<file path="src/rtl/irqc_pkg.sv">
package irqc_pkg;
   localparam logic [3:0] SUB_EVT  = 4'h0;
   localparam logic [3:0] SUB_MASK = 4'h4;
   localparam logic [3:0] SUB_ACK  = 4'h8;
   localparam logic [3:0] SUB_LVL  = 4'hC;
   localparam logic [11:0] WIN_BASE = 12'h010;
endpackage

</file>
<file path="src/rtl/irqc_decode.sv">
module irqc_decode #(
   parameter int NUM_BANKS = 2,
   parameter int ADDR_W    = 12
) (
   input  logic [ADDR_W-1:0]    addr,
   output logic [NUM_BANKS-1:0] sel,
   output logic                 hit,
   output logic [3:0]           sub
);
   import irqc_pkg::*;

   logic [11:0] rel;
   logic [7:0]  idx;

   initial begin
      if (ADDR_W < 12) $error("ADDR_W must cover the 12-bit window");
      if (NUM_BANKS < 1 || NUM_BANKS > 255) $error("NUM_BANKS out of range");
   end

   always_comb begin
      rel = addr[11:0] - WIN_BASE;
      idx = rel[11:4];
      sub = addr[3:0];
      hit = (int'(idx) < NUM_BANKS);
   end

   for (genvar b = 0; b < NUM_BANKS; b++) begin : g_sel
      assign sel[b] = hit && (int'(idx) == b);
   end
endmodule

</file>
<file path="src/rtl/irqc_bank.sv">
module irqc_bank #(
   parameter int            W    = 32,
   parameter logic [W-1:0]  SENS = '0
) (
   input  logic         clk,
   input  logic         rst_n,
   input  logic [W-1:0] lvl_in,
   input  logic         sel,
   input  logic         we,
   input  logic [3:0]   sub,
   input  logic [W-1:0] wdata,
   output logic [W-1:0] rdata,
   output logic [W-1:0] mask_o,
   output logic         pend_any
);
   import irqc_pkg::*;

   logic [W-1:0] lvl_q, evt_q, mask_q, ack_clr, rise;

   initial begin
      if (W < 1 || W > 32) $error("bank width must be 1..32");
   end

   assign ack_clr = (sel && we && sub == SUB_ACK) ? wdata : '0;
   assign rise    = lvl_in & ~lvl_q;

   always_ff @(posedge clk or negedge rst_n) begin
      if (!rst_n) begin
         lvl_q  <= '0;
         mask_q <= '0;
      end else begin
         lvl_q <= lvl_in;
         if (sel && we && sub == SUB_MASK) mask_q <= wdata;
      end
   end

   for (genvar i = 0; i < W; i++) begin : g_bit
      if (SENS[i]) begin : g_level
         assign evt_q[i] = 1'b0;
      end else begin : g_edge
         logic ev;
         always_ff @(posedge clk or negedge rst_n) begin
            if (!rst_n)       ev <= 1'b0;
            else if (rise[i]) ev <= 1'b1;
            else if (ack_clr[i]) ev <= 1'b0;
         end
         assign evt_q[i] = ev;
      end
   end

   always_comb begin
      rdata = '0;
      if (sel) begin
         case (sub)
            SUB_EVT:  rdata = evt_q;
            SUB_MASK: rdata = mask_q;
            SUB_LVL:  rdata = lvl_q;
            default:  rdata = '0;
         endcase
      end
   end

   assign mask_o   = mask_q;
   assign pend_any = |((evt_q | (lvl_q & SENS)) & mask_q);

   // edge captured even under a simultaneous acknowledge
   assert_set_wins_R11: assert property (@(posedge clk) disable iff (!rst_n)
      (|(rise & ~SENS)) |=> ((evt_q & $past(rise & ~SENS)) == $past(rise & ~SENS)));

   // acknowledge touches only the bits written as one
   assert_ack_spares_R9: assert property (@(posedge clk) disable iff (!rst_n)
      1'b1 |=> ((evt_q & $past(evt_q & ~ack_clr)) == $past(evt_q & ~ack_clr)));

   // level-sensitive bits never show up as events
   assert_lvl_no_evt_R7: assert property (@(posedge clk) disable iff (!rst_n)
      (lvl_in & SENS) != 0 |=> ((rdata & SENS) == 0 || sub != SUB_EVT));
endmodule

</file>
<file path="src/rtl/dual_bank_irq_ctrl.sv">
module dual_bank_irq_ctrl #(
   parameter int                          NUM_BANKS = 2,
   parameter int                          BANK_W    = 32,
   parameter int                          ADDR_W    = 12,
   parameter logic [NUM_BANKS*BANK_W-1:0] LVL_SENS  = {32'h1FF0_0000, 32'h0000_0000}
) (
   input  logic                        clk,
   input  logic                        rst_n,
   input  logic [NUM_BANKS*BANK_W-1:0] irq_in,
   input  logic [ADDR_W-1:0]           bus_addr,
   input  logic                        bus_we,
   input  logic [BANK_W-1:0]           bus_wdata,
   output logic [BANK_W-1:0]           bus_rdata,
   output logic                        cpu_irq
);
   localparam int TOTAL = NUM_BANKS * BANK_W;

   logic [NUM_BANKS-1:0] sel, pend;
   logic                 hit;
   logic [3:0]           sub;
   logic [BANK_W-1:0]    rd   [NUM_BANKS];
   logic [TOTAL-1:0]     mask_all;

   initial begin
      if (BANK_W != 32) $error("register port is 32 bits wide");
   end

   irqc_decode #(.NUM_BANKS(NUM_BANKS), .ADDR_W(ADDR_W)) u_dec (
      .addr(bus_addr), .sel(sel), .hit(hit), .sub(sub));

   for (genvar b = 0; b < NUM_BANKS; b++) begin : g_bank
      irqc_bank #(.W(BANK_W), .SENS(LVL_SENS[b*BANK_W +: BANK_W])) u_bank (
         .clk(clk), .rst_n(rst_n),
         .lvl_in(irq_in[(NUM_BANKS-1-b)*BANK_W +: BANK_W]),
         .sel(sel[b]), .we(bus_we), .sub(sub), .wdata(bus_wdata),
         .rdata(rd[b]), .mask_o(mask_all[b*BANK_W +: BANK_W]),
         .pend_any(pend[b]));
   end

   always_comb begin
      bus_rdata = '0;
      for (int b = 0; b < NUM_BANKS; b++) bus_rdata |= rd[b];
   end

   assign cpu_irq = |pend;

   // no interrupt can reach the CPU with every mask bit clear
   assert_mask_gate_R8: assert property (@(posedge clk) disable iff (!rst_n)
      cpu_irq |-> (|mask_all));

   // a decoded address selects at most one bank
   assert_one_bank_R2: assert property (@(posedge clk) disable iff (!rst_n)
      $onehot0(sel) && (hit || sel == '0));

   // writes outside the banks leave the masks alone
   assert_stray_write_R3: assert property (@(posedge clk) disable iff (!rst_n)
      (bus_we && !hit) |=> $stable(mask_all));
endmodule

</file>
<file path="config.mk">
export PLATFORM = sky130hd
export DESIGN_NAME = dual_bank_irq_ctrl
export DESIGN_NICKNAME = d
export VERILOG_FILES = /design/src/rtl/irqc_pkg.sv /design/src/rtl/irqc_decode.sv /design/src/rtl/irqc_bank.sv /design/src/rtl/dual_bank_irq_ctrl.sv
export SDC_FILE = /design/constraint.sdc
export NUM_CORES = 1
export LEC_CHECK = 0
export ABC_AREA = 1
export ABC_CLOCK_PERIOD_IN_PS = 2050
export BUFFER_PORTS_ARGS = -buffer_cell sky130_fd_sc_hd__buf_2
export CAP_MARGIN = 20
export CORE_ASPECT_RATIO = 1.75
export CORE_MARGIN = 2
export CORE_UTILIZATION = 35
export CTS_BUF_LIST = sky130_fd_sc_hd__clkbuf_2 sky130_fd_sc_hd__clkbuf_4 sky130_fd_sc_hd__clkbuf_8
export CTS_CLUSTER_SIZE = 10
export DETAILED_ROUTE_END_ITERATION = 12
export MAX_ROUTING_LAYER = met4
export PLACE_DENSITY_LB_ADDON = 0.1
export SLEW_MARGIN = 20
export SYNTH_ARGS = -nofsm -noshare
export SYNTH_HDL_FRONTEND = slang
export SYNTH_SLANG_ARGS = --single-unit
</file>
<file path="constraint.sdc">
create_clock -name clk -period 2.05 [get_ports clk]
set_input_delay 0.205 -clock clk [delete_from_list [all_inputs] [get_ports clk]]
set_output_delay 0.205 -clock clk [all_outputs]
set_load 0.05 [all_outputs]
</file>
==> impl_metrics.py <==
metrics = {
    "status": {
        "run_status": "finished with violations",
        "violated_checks": "negative setup slack",
    },
    "sta": {
        "hold_violations": 0,
        "timing.final.crit_share": 1.03,
        "timing_max_transition_violations_final": 0,
        "final_setup_slack_of_the_worst_path_ns": -0.0526,
        "grt_setup_unrepaired": "true",
        "worstMarginPinSlew_ns": 0.452,
        "relSlewSlack": 0.695,
        "clock-skew-final_ns": 0.00889,
        "timing.final.setup_violations": 12,
        "maxClockFrequency_mhz": 476,
        "period_needed_ns": 2.10,
        "setup-tns-final_ns": -0.348,
    },
    "global_routing": {
        "track_usage": 0.221,
        "grt_pass1_vias": 8312,
        "grt_pass1_wl_mm": 44.4,
        "largest_net_degree_at_the_start_of_global_routing": 57,
        "initial_antenna_violation_count": 0,
        "grt.overflow.total": 0,
    },
    "placement": {
        "detailedPlacementHpwl_mm": 19.5,
        "port_buffers": 143,
        "global_placement_routability_congestion": 0.800,
        "placement.setup.worst_slack_ns": -0.213,
    },
    "detailed_routing": {
        "drt-initial-drc-count": 399,
        "drt-vias-per-instance": 4.84,
        "wl_per_cell_um": 17.3,
        "detail_route.first_pass.iterations": 5,
        "routed_wl_mm": 28.7,
        "antenna_violating_nets_post_route": 0,
        "remaining_drc_errors": 0,
        "via_count": 8049,
    },
    "setup_path": {
        "critPathRequiredTime_ns": 1.85,
        "critPathLaunchType": "input port",
        "critical_path.reg2reg.startpoint": "g_bank[0].u_bank.mask_o[16]",
        "rrSetupSlack_ns": 1.27,
        "cp_slowest_stage_delay_ns": 0.25,
        "cp_max_fo": 8,
        "worstPathArrival_ns": 1.90,
        "path_cells": "buf_8 -> inv_4 -> ha_4 -> inv_2 -> nor2_1 -> nand2_1 -> nor2_2 -> nand3_4 -> nor2_8 -> buf_6 -> buf_12 -> o21ai_4 -> o21ai_4 -> buf_6",
        "timing.critical_path.slowest_stage_cell": "sky130_fd_sc_hd__ha_4",
        "reg2reg_to": "g_bank[0].u_bank.mask_o[16]",
        "crit_type": "input port to primary output",
        "worstRegToRegCells": 3,
        "worstSetupEndpointType": "primary output",
    },
    "clocking": {
        "max_buffers_root_to_sink": 2,
        "clk_root_buffer_cell": "sky130_fd_sc_hd__clkbuf_8",
        "clkSlewWorstSetupHoldPaths_ns": 0.09,
        "cts_tree": "done",
        "cts.htree.levels": 4,
        "numCtsBuffers": 17,
        "clock_latency_ns": 0.50,
        "cts.sinks": 183,
    },
    "synthesis": {
        "synth.yosys.seq_area_share": 0.514,
        "synth_top_cells_by_count": "377 x sky130_fd_sc_hd__nand2_1, 183 x sky130_fd_sc_hd__dfrtp_1, 124 x sky130_fd_sc_hd__inv_1, 64 x sky130_fd_sc_hd__o21ai_2, 62 x sky130_fd_sc_hd__nand4_1",
        "postSynth.topFlopCell": "sky130_fd_sc_hd__dfrtp_1",
        "synth_area_um2": 8910,
        "synth_edf_count": 0,
        "mappedNetlistNets": 1168,
        "proportion_of_synthesized_flip_flops_having_asynchronous_set_or_reset": 1.00,
        "cell_accounting_for_the_most_synthesized_area": "sky130_fd_sc_hd__dfrtp_1",
        "yosys_register_bits": 183,
        "postSynthAreaPerCell_um2": 8.46,
        "synthMostInstantiatedCell": "sky130_fd_sc_hd__nand2_1",
        "synthDominantCellAreaShare": 0.514,
        "ys_top_cells_by_area": "sky130_fd_sc_hd__dfrtp_1 51%, sky130_fd_sc_hd__nand2_1 16%, sky130_fd_sc_hd__o21ai_2 6.3%",
        "syn_inst": 1054,
        "number_of_library_cell_types_mapped_by_synthesis": 27,
        "yosysWarnings": 0,
    },
    "floorplanning": {
        "core_area_um2": 25100,
        "die-height_um": 215,
        "rows": 77,
        "io_pins": 144,
        "floorplan.die.width_um": 125,
        "design.die.area_um2": 26800,
        "initial_cell_density_of_the_core": 0.355,
    },
    "finish": {
        "drive_above_1_share": 0.291,
        "flow.area_growth_from_synthesis_pct": 41.2,
        "finalCoreUtilization": 0.501,
        "nets": 1447,
        "n_antenna_cell": 0,
    },
    "hold_path": {
        "hold_path_depth": 3,
        "holdCritPathClass": "input port to flip-flop",
        "hold-path-endpoint": "g_bank[0].u_bank.mask_o[17]",
        "min-delay-start": "bus_wdata[17]",
    },
    "power": {
        "peak_vdd_ir_mv": 0.397,
        "total_power_mw": 7.05,
        "leakage_nw": 6.12,
        "power.density_cell_area_nw_per_um2": 560,
    },
    "run": {
        "max_cap_violations": 0,
    },
}
-- where the power goes --
| part | internal [mW] | total, mW | switching (mW) |
|---|---|---|---|
| clock network | 1.30 | 2.60 | 1.30 |
| registers | 3.67 | 3.70 | 0.0214 |
| logic | 0.319 | 0.754 | 0.434 |
| total | 5.29 | 7.05 | 1.76 |
-- what timing repair did --
action	in CTS	in global routing
buffers inserted	7	15
pin swaps	2	25
cloned	0	2
hold buffers	94	0
resized for setup	62	127
endpoints found under the setup margin	32	33
hold endpoints to repair	214	0
-- kinds of logic after synthesis --
kind of cell | share of synthesized area
AOI/OAI and AO/OA | 0.155
adders and majority gates | 0.00421
DFF | 0.514
and+or+nand+nor | 0.230
buffers and inverters | 0.0966
-- layout make-up --
cell class	instances	area [um2]
fill	2463	12600
sequential	183	4580
multi-input combinational	691	3910
timing repair buffer	311	2790
inverter	129	507
tap	316	395
clock buffer	23	285
clock inverter	9	125
-- per-stage QoR --
step	hold WS (ns)	cells	area, um2
after floorplan	-0.0906	1054	8930
after global placement	0.191	1512	10300
after CTS	0.00680	1645	11900
after global routing	0.0258	1662	12600
final	0.0438	1662	12600
after detailed placement	0.195	1512	10300
-- per-layer routing --
layer	wire length (um)	share of wire	global-route usage	up-vias
li1	-	-	-	3972
met1	11800	0.41	0.250	3861
met2	15300	0.53	0.396	170
met3	735	0.026	0.0271	46
met4	848	0.030	0.0854	0
met5	0	0	-	-
-- critical path: cells and delay by family --
family	cells	cell delay, ns
simple gates	5	0.65
buf+inv	6	0.62
fa+ha+maj	1	0.25
compound gates	2	0.16
-- cells in the final DEF, fill, tap and decap left out, types with 15 or more instances in the layout --
| master | n |
|---|---|
| sky130_fd_sc_hd__a21oi_1 | 34 |
| sky130_fd_sc_hd__buf_12 | 24 |
| sky130_fd_sc_hd__buf_2 | 108 |
| sky130_fd_sc_hd__buf_4 | 43 |
| sky130_fd_sc_hd__buf_6 | 35 |
| sky130_fd_sc_hd__clkbuf_8 | 19 |
| sky130_fd_sc_hd__dfrtp_1 | 183 |
| sky130_fd_sc_hd__dlygate4sd3_1 | 94 |
| sky130_fd_sc_hd__inv_1 | 121 |
| sky130_fd_sc_hd__nand2_1 | 358 |
| sky130_fd_sc_hd__nand4_1 | 62 |
| sky130_fd_sc_hd__nor2_1 | 17 |
| sky130_fd_sc_hd__o211ai_1 | 15 |
| sky130_fd_sc_hd__o21ai_0 | 39 |
| sky130_fd_sc_hd__o21ai_2 | 80 |
| sky130_fd_sc_hd__o21ai_4 | 20 |
| sky130_fd_sc_hd__o22ai_1 | 16 |
-- registers in the layout, summed over array words and instances (netlist names) --
| signal | flops |
|---|---|
| g_bank.u_bank.mask_o | 64 |
| g_bank.u_bank.lvl_q | 64 |
| g_bank.u_bank.g_bit.g_edge.ev | 55 |
-- worst max-delay path by stage --
stage	to	slack (ns)	start	cells after the start
detailed placement	bus_rdata[15]	-0.21	bus_addr[4]	13
finish	bus_rdata[15]	-0.05	bus_addr[4]	14
global route	cpu_irq	-0.17	g_bank[0].u_bank.mask_o[11]	7
floorplan	bus_rdata[12]	-0.23	bus_addr[4]	11
CTS	cpu_irq	-0.15	g_bank[0].u_bank.mask_o[16]	7
global placement	bus_rdata[15]	-0.18	bus_addr[4]	13
No activity file was read; power rests on OpenSTA's default activity.
